**src/rtl/clk_ratio_seq.sv**
```systemverilog
module clk_ratio_seq #(
  parameter int DW       = 8,
  parameter int LW       = 16,
  parameter int SRC_MHZ  = 25,
  parameter int PLL_MULT = 16,
  parameter int MEM_DIV  = 5
) (
  input  logic          clk,
  input  logic          rst_n,
  input  logic          req_valid,
  input  logic [DW-1:0] req_core_div,
  input  logic          req_core_on,
  input  logic [DW:0]   req_per_div,
  input  logic          req_per_on,
  input  logic          pll_chg,
  input  logic [LW-1:0] lock_cycles,
  input  logic          mem_sel,
  input  logic          ext_mem_tick,
  output logic          core_tick,
  output logic          per_tick,
  output logic          clkout_tick,
  output logic          mem_tick,
  output logic          busy,
  output logic          bypass,
  output logic          done,
  output logic          err,
  output logic          overrun,
  output logic          range_bad
);
  localparam int PW      = DW + 1;
  localparam int MW      = $clog2(MEM_DIV + 1);
  localparam int PLL_MHZ = SRC_MHZ * PLL_MULT;
  localparam int MEM_MHZ = PLL_MHZ / MEM_DIV;

  typedef enum logic [2:0] {IDLE, P_FIRST, C_LAST, C_FIRST, P_LAST, LOCK} st_t;
  st_t st;

  logic [DW-1:0] cdiv, tc, ccnt;
  logic [PW-1:0] pdiv, tp, pcnt;
  logic [LW-1:0] lcnt;
  logic [MW-1:0] mcnt;
  logic          mem_int;

  wire req_ok = req_core_on && req_per_on && (req_core_div != '0) &&
                (req_per_div == {req_core_div, 1'b0});

  assign core_tick   = (ccnt == cdiv - 1'b1);
  assign per_tick    = (pcnt == pdiv - 1'b1);
  assign clkout_tick = per_tick;
  assign mem_int     = (mcnt == MW'(MEM_DIV - 1));
  assign mem_tick    = mem_sel ? ext_mem_tick : mem_int;
  assign busy        = (st != IDLE);
  assign bypass      = (st == LOCK);
  assign range_bad   = (PLL_MHZ < 100) || (PLL_MHZ > 600) ||
                       (MEM_MHZ < 66) || (MEM_MHZ > 100);

  always_ff @(posedge clk or negedge rst_n) begin
    if (!rst_n) begin
      ccnt <= '0;
      pcnt <= '0;
      mcnt <= '0;
    end else begin
      ccnt <= core_tick ? '0 : ccnt + 1'b1;
      pcnt <= per_tick ? '0 : pcnt + 1'b1;
      mcnt <= mem_int ? '0 : mcnt + 1'b1;
    end
  end

  always_ff @(posedge clk or negedge rst_n) begin
    if (!rst_n) begin
      st      <= IDLE;
      cdiv    <= DW'(1);
      pdiv    <= PW'(2);
      tc      <= '0;
      tp      <= '0;
      lcnt    <= '0;
      done    <= 1'b0;
      err     <= 1'b0;
      overrun <= 1'b0;
    end else begin
      done <= 1'b0;
      err  <= 1'b0;
      if (st != IDLE && (req_valid || pll_chg)) overrun <= 1'b1;
      case (st)
        IDLE: begin
          if (pll_chg) begin
            st   <= LOCK;
            lcnt <= lock_cycles;
            if (req_valid) overrun <= 1'b1;
          end else if (req_valid) begin
            if (!req_ok) err <= 1'b1;
            else begin
              tc <= req_core_div;
              tp <= req_per_div;
              st <= (req_core_div >= cdiv) ? P_FIRST : C_FIRST;
            end
          end
        end
        P_FIRST: if (per_tick)  begin pdiv <= tp; st <= C_LAST; end
        C_LAST:  if (core_tick) begin cdiv <= tc; st <= IDLE; done <= 1'b1; end
        C_FIRST: if (core_tick) begin cdiv <= tc; st <= P_LAST; end
        P_LAST:  if (per_tick)  begin pdiv <= tp; st <= IDLE; done <= 1'b1; end
        LOCK: begin
          if (lcnt == '0) begin st <= IDLE; done <= 1'b1; end
          else lcnt <= lcnt - 1'b1;
        end
        default: st <= IDLE;
      endcase
    end
  end

  a_r7_ratio_floor: assert property (@(posedge clk) disable iff (!rst_n)
    pdiv >= {cdiv, 1'b0});
  a_r6_core_at_edge: assert property (@(posedge clk) disable iff (!rst_n)
    !$stable(cdiv) |-> $past(core_tick));
  a_r6_per_at_edge: assert property (@(posedge clk) disable iff (!rst_n)
    !$stable(pdiv) |-> $past(per_tick));
  a_r3_reject_holds: assert property (@(posedge clk) disable iff (!rst_n)
    err |-> ($stable(cdiv) && $stable(pdiv) && !busy));
  a_r8_done_pulse: assert property (@(posedge clk) disable iff (!rst_n)
    done |=> !done);
  a_r9_bypass_cause: assert property (@(posedge clk) disable iff (!rst_n)
    $rose(bypass) |-> $past(pll_chg));
  a_r10_overrun_sticky: assert property (@(posedge clk) disable iff (!rst_n)
    overrun |=> overrun);
endmodule

```
**config.mk**
```make
export PLATFORM = sky130hd
export DESIGN_NAME = clk_ratio_seq
export DESIGN_NICKNAME = d
export VERILOG_FILES = /design/src/rtl/clk_ratio_seq.sv
export SDC_FILE = /design/constraint.sdc
export NUM_CORES = 1
export LEC_CHECK = 0
export CORE_MARGIN = 8
export CORE_UTILIZATION = 55
export CTS_BUF_LIST = sky130_fd_sc_hd__clkbuf_16
export DETAILED_ROUTE_END_ITERATION = 10
export PLACE_DENSITY = 0.79
export RECOVER_POWER = 25
export SYNTH_ARGS = -nofsm -noshare
export SYNTH_HDL_FRONTEND = slang
export SYNTH_SLANG_ARGS = --single-unit
```
**constraint.sdc**
```tcl
create_clock -name clk -period 3.5 [get_ports clk]
set_input_delay 0.7 -clock clk [delete_from_list [all_inputs] [get_ports clk]]
set_output_delay 0.7 -clock clk [all_outputs]
set_load 0.005 [all_outputs]
```
==> flow_summary.ini, run 1 <==
[outcome]
status = finished, violations left
violations = max-capacitance violations, max-slew violations

[run]
drv_cap = 1

[floorplan]
rows = 32
dieArea_um2 = 10950
die_h_um = 104.7
pin_count = 51
die_width_um = 104.7
initial_utilization = 0.5623
core_um2 = 7687

[synth]
synth-seq-cells = 76
yosys.area.top_type = dfrtp_1
synth-async-reset-ratio = 1.000
syn_area_per_cell_um2 = 9.825
seq_area_frac_synth = 0.4405
synth_area_leaders = dfrtp_1 43%, mux2_2 8.3%, xor2_1 6.1%, ha_1 4.3%, nor2_1 4.0%
synth_cell_types = 56
synth_ff_type = dfrtp_1
synth-edff-count = 0
synth_top_area_frac = 0.4284
syn_area_um2 = 4323
synthCells = 440
synth_nets = 496
yosysWarnings = 0

[drt]
drt-initial-drc-count = 133
antenna_left = 0
num_vias = 3405
drc = 0
drt-total-wl_um = 9390
wire_per_inst_um = 15.73
dr.pass1.iters = 4
vias_per_cell = 5.704

[placement]
place_inst = 579
gp_congestion = 0.8635
port_buffers = 49
preCtsSetupSlack_ns = 0.08072
dp_hpwl_um = 6803

[final_layout]
drive_gt1_frac = 0.1515
regArea_um2 = 1906
multiInputGateArea_um2 = 2306
nets = 546
diodes = 0
fill_cells = 626
final_cells = 597
syn_to_final_growth_pct = 22.87

[timing]
finClkSkew_ns = 0.006425
fin_crit_sh = 0.9244
final.setup.worst_slack_ns = 0.2645
hold_slack_ns = 0.4694
clock.fmax_ghz = 0.3091
tightest_slew_ns = 1.819
hold_viol_final = 0
slew_violations = 77
max_slew_margin = -0.2126
rsz0062_at_grt = false
setup_viol = 0
fin_setup_tns_ns = 0
post-route-min-period_ns = 3.235

[cts]
cts_sinks = 76
cts-buffers-inserted = 9
clockBufferDepth = 2
clk_root_buffer_cell = clkbuf_16
worst_setup_hold_path_clk_slew_ns = 0.06
cts_htree_levels = 3
cts_tree = done
clock_latency_ns = 0.32

[critical_path]
end_kind = output pin
worstSetupStartpointType = register
required_ns = 2.80
critPathArrivalTime_ns = 2.54
critical_path_class = register to output pin
worstPathMaxFanout = 5

[grt]
overflow = 0
grt_use_met3 = 0.04975
use_met2 = 0.3206
use_met1 = 0.2009
grt_most_used_layer = met2
grt_antenna_before_repair = 0
grtUsageTotal = 0.1756
grt_max_degree = 77
grt_pass1_wl_um = 16150
grt_pass1_vias = 3464

[power]
ir_drop_v = 0.0003629
power_w = 0.002840
pwr_density_cell_nw_per_um2 = 534.7
p_leak_nw = 2.349

[min_path]
hp-class = register to register
[metal layers]
metal / part of all wire / up-vias
met2: 0.52 / 66
li1: - / 1678
met3: 0.045 / 9
met5: 0 / -
met4: 0.010 / 0
met1: 0.42 / 1652
[power breakdown]
group,internal (W),switching (W),leakage (nW)
Sequential,0.000991,0.000142,0.982
Clock,0.000693,0.000345,0.163
Combinational,0.000287,0.000381,1.20
[sequential cells by signal (all words and copies together), names as in the netlist]
signal   cells
ccnt         8
cdiv         8
done         1
err          1
lcnt        16
mcnt         3
overrun      1
pcnt         9
pdiv         9
st           3
tc           8
tp           9
[final cells by class]
type | instances | share of cell area
clock buffer | 9 | 0.04240
clock inverter | 7 | 0.02167
inverter | 21 | 0.01484
multi-input combinational | 324 | 0.4342
sequential | 76 | 0.3588
tap | 102 | 0.02403
timing repair buffer | 58 | 0.1041
[placed cells by master, fill, tap and decap left out, types with 10 or more instances in the layout]
cell              n
xnor2_1          12
ha_1             15
nor3_1           12
inv_1            21
nand2_1          11
xor2_1           30
nor2_1           46
clkdlybuf4s50_1  45
o21ai_0          29
nand3_1          16
nor4_1           10
mux2_2           32
dfrtp_1          73
a21oi_1          23
[critical path, stage by stage, from the launching register on]
cell and delay, ns:
dfrtp_1 0.42, inv_1 0.07, ha_1 0.21, nor3b_2 0.28
nand2_1 0.11, or4_1 0.53, and2_1 0.19, nor3_2 0.14
dlygate4sd2_1 0.26
[path summary, 6_finish.rpt]
| check | start | to | slack (ns) | depth (start not counted) |
|---|---|---|---|---|
| setup / recovery | pdiv[0] | clkout_tick | 0.26 | 8 |
| hold / removal | mcnt[0] | mcnt[0] | 0.47 | 1 |
| setup reg to reg | cdiv[2] | cdiv[6] | 0.76 | 6 |
| hold reg to reg | mcnt[0] | mcnt[0] | 0.47 | 1 |
| max in group asynchronous | rst_n | cdiv[2] | 1.43 | 1 |
| min in group asynchronous | rst_n | pcnt[3] | 0.85 | 1 |
[stage by stage]
step,instance area [um^2],utilization
2_1_floorplan,4323,-
3_3_place_gp,4916,0.6395
3_5_place_dp,4916,0.6395
4_1_cts,5268,0.6852
5_1_grt,5311,0.6909
6_report,5311,0.6909
[cells in the mapped netlist, drive strengths merged, types with 6 or more instances]
library cell,count
and2,6
a21oi,23
clkbuf,14
mux2,32
nand3,16
ha,15
inv,21
nor2,46
dfrtp,74
o21ai,29
nor3,14
xor2,30
nand2,11
nand4,7
nor4,13
xnor2,12
[cell families (layout without fill, tap and decap cells)]
logic type | count (synthesis) | after routing | share of synthesized area
AOI/OAI and AO/OA | 87 | 87 | 0.1274
xor gates and xnor gates | 42 | 42 | 0.08509
adders and majority gates | 15 | 15 | 0.04342
buffers and inverters | 40 | 95 | 0.03705
DFF | 76 | 76 | 0.4405
muxes | 32 | 32 | 0.08336
other | 1 | 1 | 0.0008675
and+or+nand+nor | 147 | 147 | 0.1823
[repair_timing]
action | in CTS | in global routing
gates resized for setup | 5 | 6
setup buffers | 0 | 2
cloned | 0 | 0
endpoints found under the setup margin | 3 | 1
hold buffers | 0 | 0
pin swaps | 1 | 1
Note: power is estimated with default switching activity, not from simulation.
==> run 2, diff against run 1 <==
ABC_CLOCK_PERIOD_IN_PS = 3500   (was default)
CORE_MARGIN = 2   (was 8)
==> flow_summary.ini, run 2 (same netlist as run 1, synthesis figures left out) <==
[outcome]
status = finished, violations left
violations = max-capacitance violations, max-slew violations

[timing]
max_slew_margin = -0.2531
hold_viol_final = 0
fin_setup_tns_ns = 0
post-route-min-period_ns = 3.490
fin_crit_sh = 0.9971
finClkSkew_ns = 0.006702
slew_violations = 77
tightest_slew_ns = 1.880
hold_slack_ns = 0.4710
setup_viol = 0
clock.fmax_ghz = 0.2865

[drt]
num_vias = 3485
drt-total-wl_um = 9559
antenna_left = 0
drc = 0
dr.pass1.iters = 5
drt-initial-drc-count = 204
vias_per_cell = 5.838
wire_per_inst_um = 16.01

[critical_path]
critical-path-max-stage-delay_ns = 0.52
worstPathMaxFanout = 8
ff2ff_path_depth = 7
required_ns = 2.80
crit_path_top_delay_cell = or3b_2
crit_start = ccnt[5]
end_kind = output pin
critPathArrivalTime_ns = 2.79
crit_chain = or3b_2 -> nor4_4 -> nor4_2 -> or4_4 -> inv_2 -> clkdlybuf4s50_1
critical_path_class = register to output pin
rrSetupSlack_ns = 0.56
reg2reg_to = cdiv[1]
worstSetupStartpointType = register
cp-endpoint = core_tick
r2r_start = ccnt[5]

[run]
drv_cap = 1

[power]
internal-power_w = 0.001820
p_leak_nw = 2.303
pwr_density_cell_nw_per_um2 = 510.9
pwr-share-seq = 0.420
ir_drop_v = 0.0002921
power_w = 0.002696
pwr-share-clk = 0.331
p_switching_w = 0.0008757
switching_share = 0.3248
power_frac_comb = 0.249

[floorplan]
pin_count = 51
die_width_um = 92.66
core_um2 = 7687
initial_utilization = 0.5623
die_h_um = 92.66
dieArea_um2 = 8585
rows = 32

[placement]
place_inst = 579
port_buffers = 49
gp_congestion = 0.8903
placed_area_um2 = 4916
dp_hpwl_um = 6697

[cts]
cts_sinks = 76
worst_setup_hold_path_clk_slew_ns = 0.06
postCtsHoldBufs = 0
cts_htree_levels = 3
clockBufferDepth = 2
clk_root_buffer_cell = clkbuf_16
clock_latency_ns = 0.33
cts-buffers-inserted = 9
cts_tree = done

[final_layout]
fill_cells = 593
largest-register = lcnt
largest_reg_flops = 16
syn_to_final_growth_pct = 22.05
final_cell_mix = 73 x dfrtp_1, 46 x nor2_1, 46 x clkdlybuf4s50_1
diodes = 0
fin_area_um2 = 5276
drive_gt1_frac = 0.1515
final_common_cell = dfrtp_1
final_cells = 597
nets = 546

[grt]
overflow = 0
grt_max_degree = 77
grt_pass1_vias = 3514
grt_pass1_wl_um = 16260
grtUsageTotal = 0.2367
grt_antenna_before_repair = 0

[min_path]
hp-class = register to register
run 2: cell count changes in the layout (fill, tap and decap cells not counted), sizes merged:
cell / delta
bufinv: -2
clkdlybuf4s50: +1
clkinv: +1
dlymetal6s2s: -1
inv: +1
run 2: worst min-delay path by stage:
stage | start | end | cells past startpoint
final | mcnt[0] | mcnt[0] | 1
after global routing | mcnt[0] | mcnt[0] | 1
after CTS | mcnt[0] | mcnt[0] | 1
after detailed placement | mcnt[0] | mcnt[0] | 1
after global placement | mcnt[0] | mcnt[0] | 1
after floorplan | rst_n | ccnt[0] | 0
run 2: repair_timing:
item	4_1_cts	5_1_grt
buffers inserted	0	2
pin swaps	0	5
hold endpoints to repair	0	0
setup endpoints to repair	3	1
cloned	0	0
gates resized for setup	6	8
run 2: routing by layer:
metal,GRT usage,vias to the layer above,share of wire
met1,0.3128,1699,0.45
met4,0.09681,0,0.018
li1,-,1680,-
met5,0,-,0
met3,0.05533,18,0.046
met2,0.3777,88,0.48
run 2: through the flow:
step           utilization  setup slack, ns
2_1_floorplan            -           0.6223
3_3_place_gp        0.6395           0.3227
3_5_place_dp        0.6395           0.2163
4_1_cts             0.6781         0.006393
5_1_grt             0.6864         -0.05280
6_report            0.6864          0.01012
run 2: worst max-delay path, delay by kind of cell (launching register included):
kind	cells	cell delay [ns]
buffers and inverters	2	0.57
flip-flops	1	0.46
AND/OR/NAND/NOR	4	1.43
run 2: area by class of cell:
type                    instances  area [um^2]  share of cell area
clock inverters                 7        58.81             0.01115
clock buffers                   9        225.2             0.04268
inverters                      21        78.83             0.01494
flip-flops and latches         76         1906              0.3612
repair buffers                 58        550.5              0.1043
well taps                     102        127.6             0.02419
multi-input cells             324         2330              0.4415
run 2: power by group through the flow:
stage	Sequential [W]	Combinational, W	Clock, W
2_1_floorplan	0.00108	0.000506	0
3_3_place_gp	0.00114	0.000644	0
5_1_grt	0.00115	0.000772	0.000950
3_5_place_dp	0.00115	0.000666	0
6_report	0.00113	0.000672	0.000891
4_1_cts	0.00113	0.000670	0.000909
==> run 3, diff against run 2 <==
RECOVER_POWER = 50   (was 25)
==> results of run 3 <==
The final DEF is identical to that of run 2; final timing and power are the same.
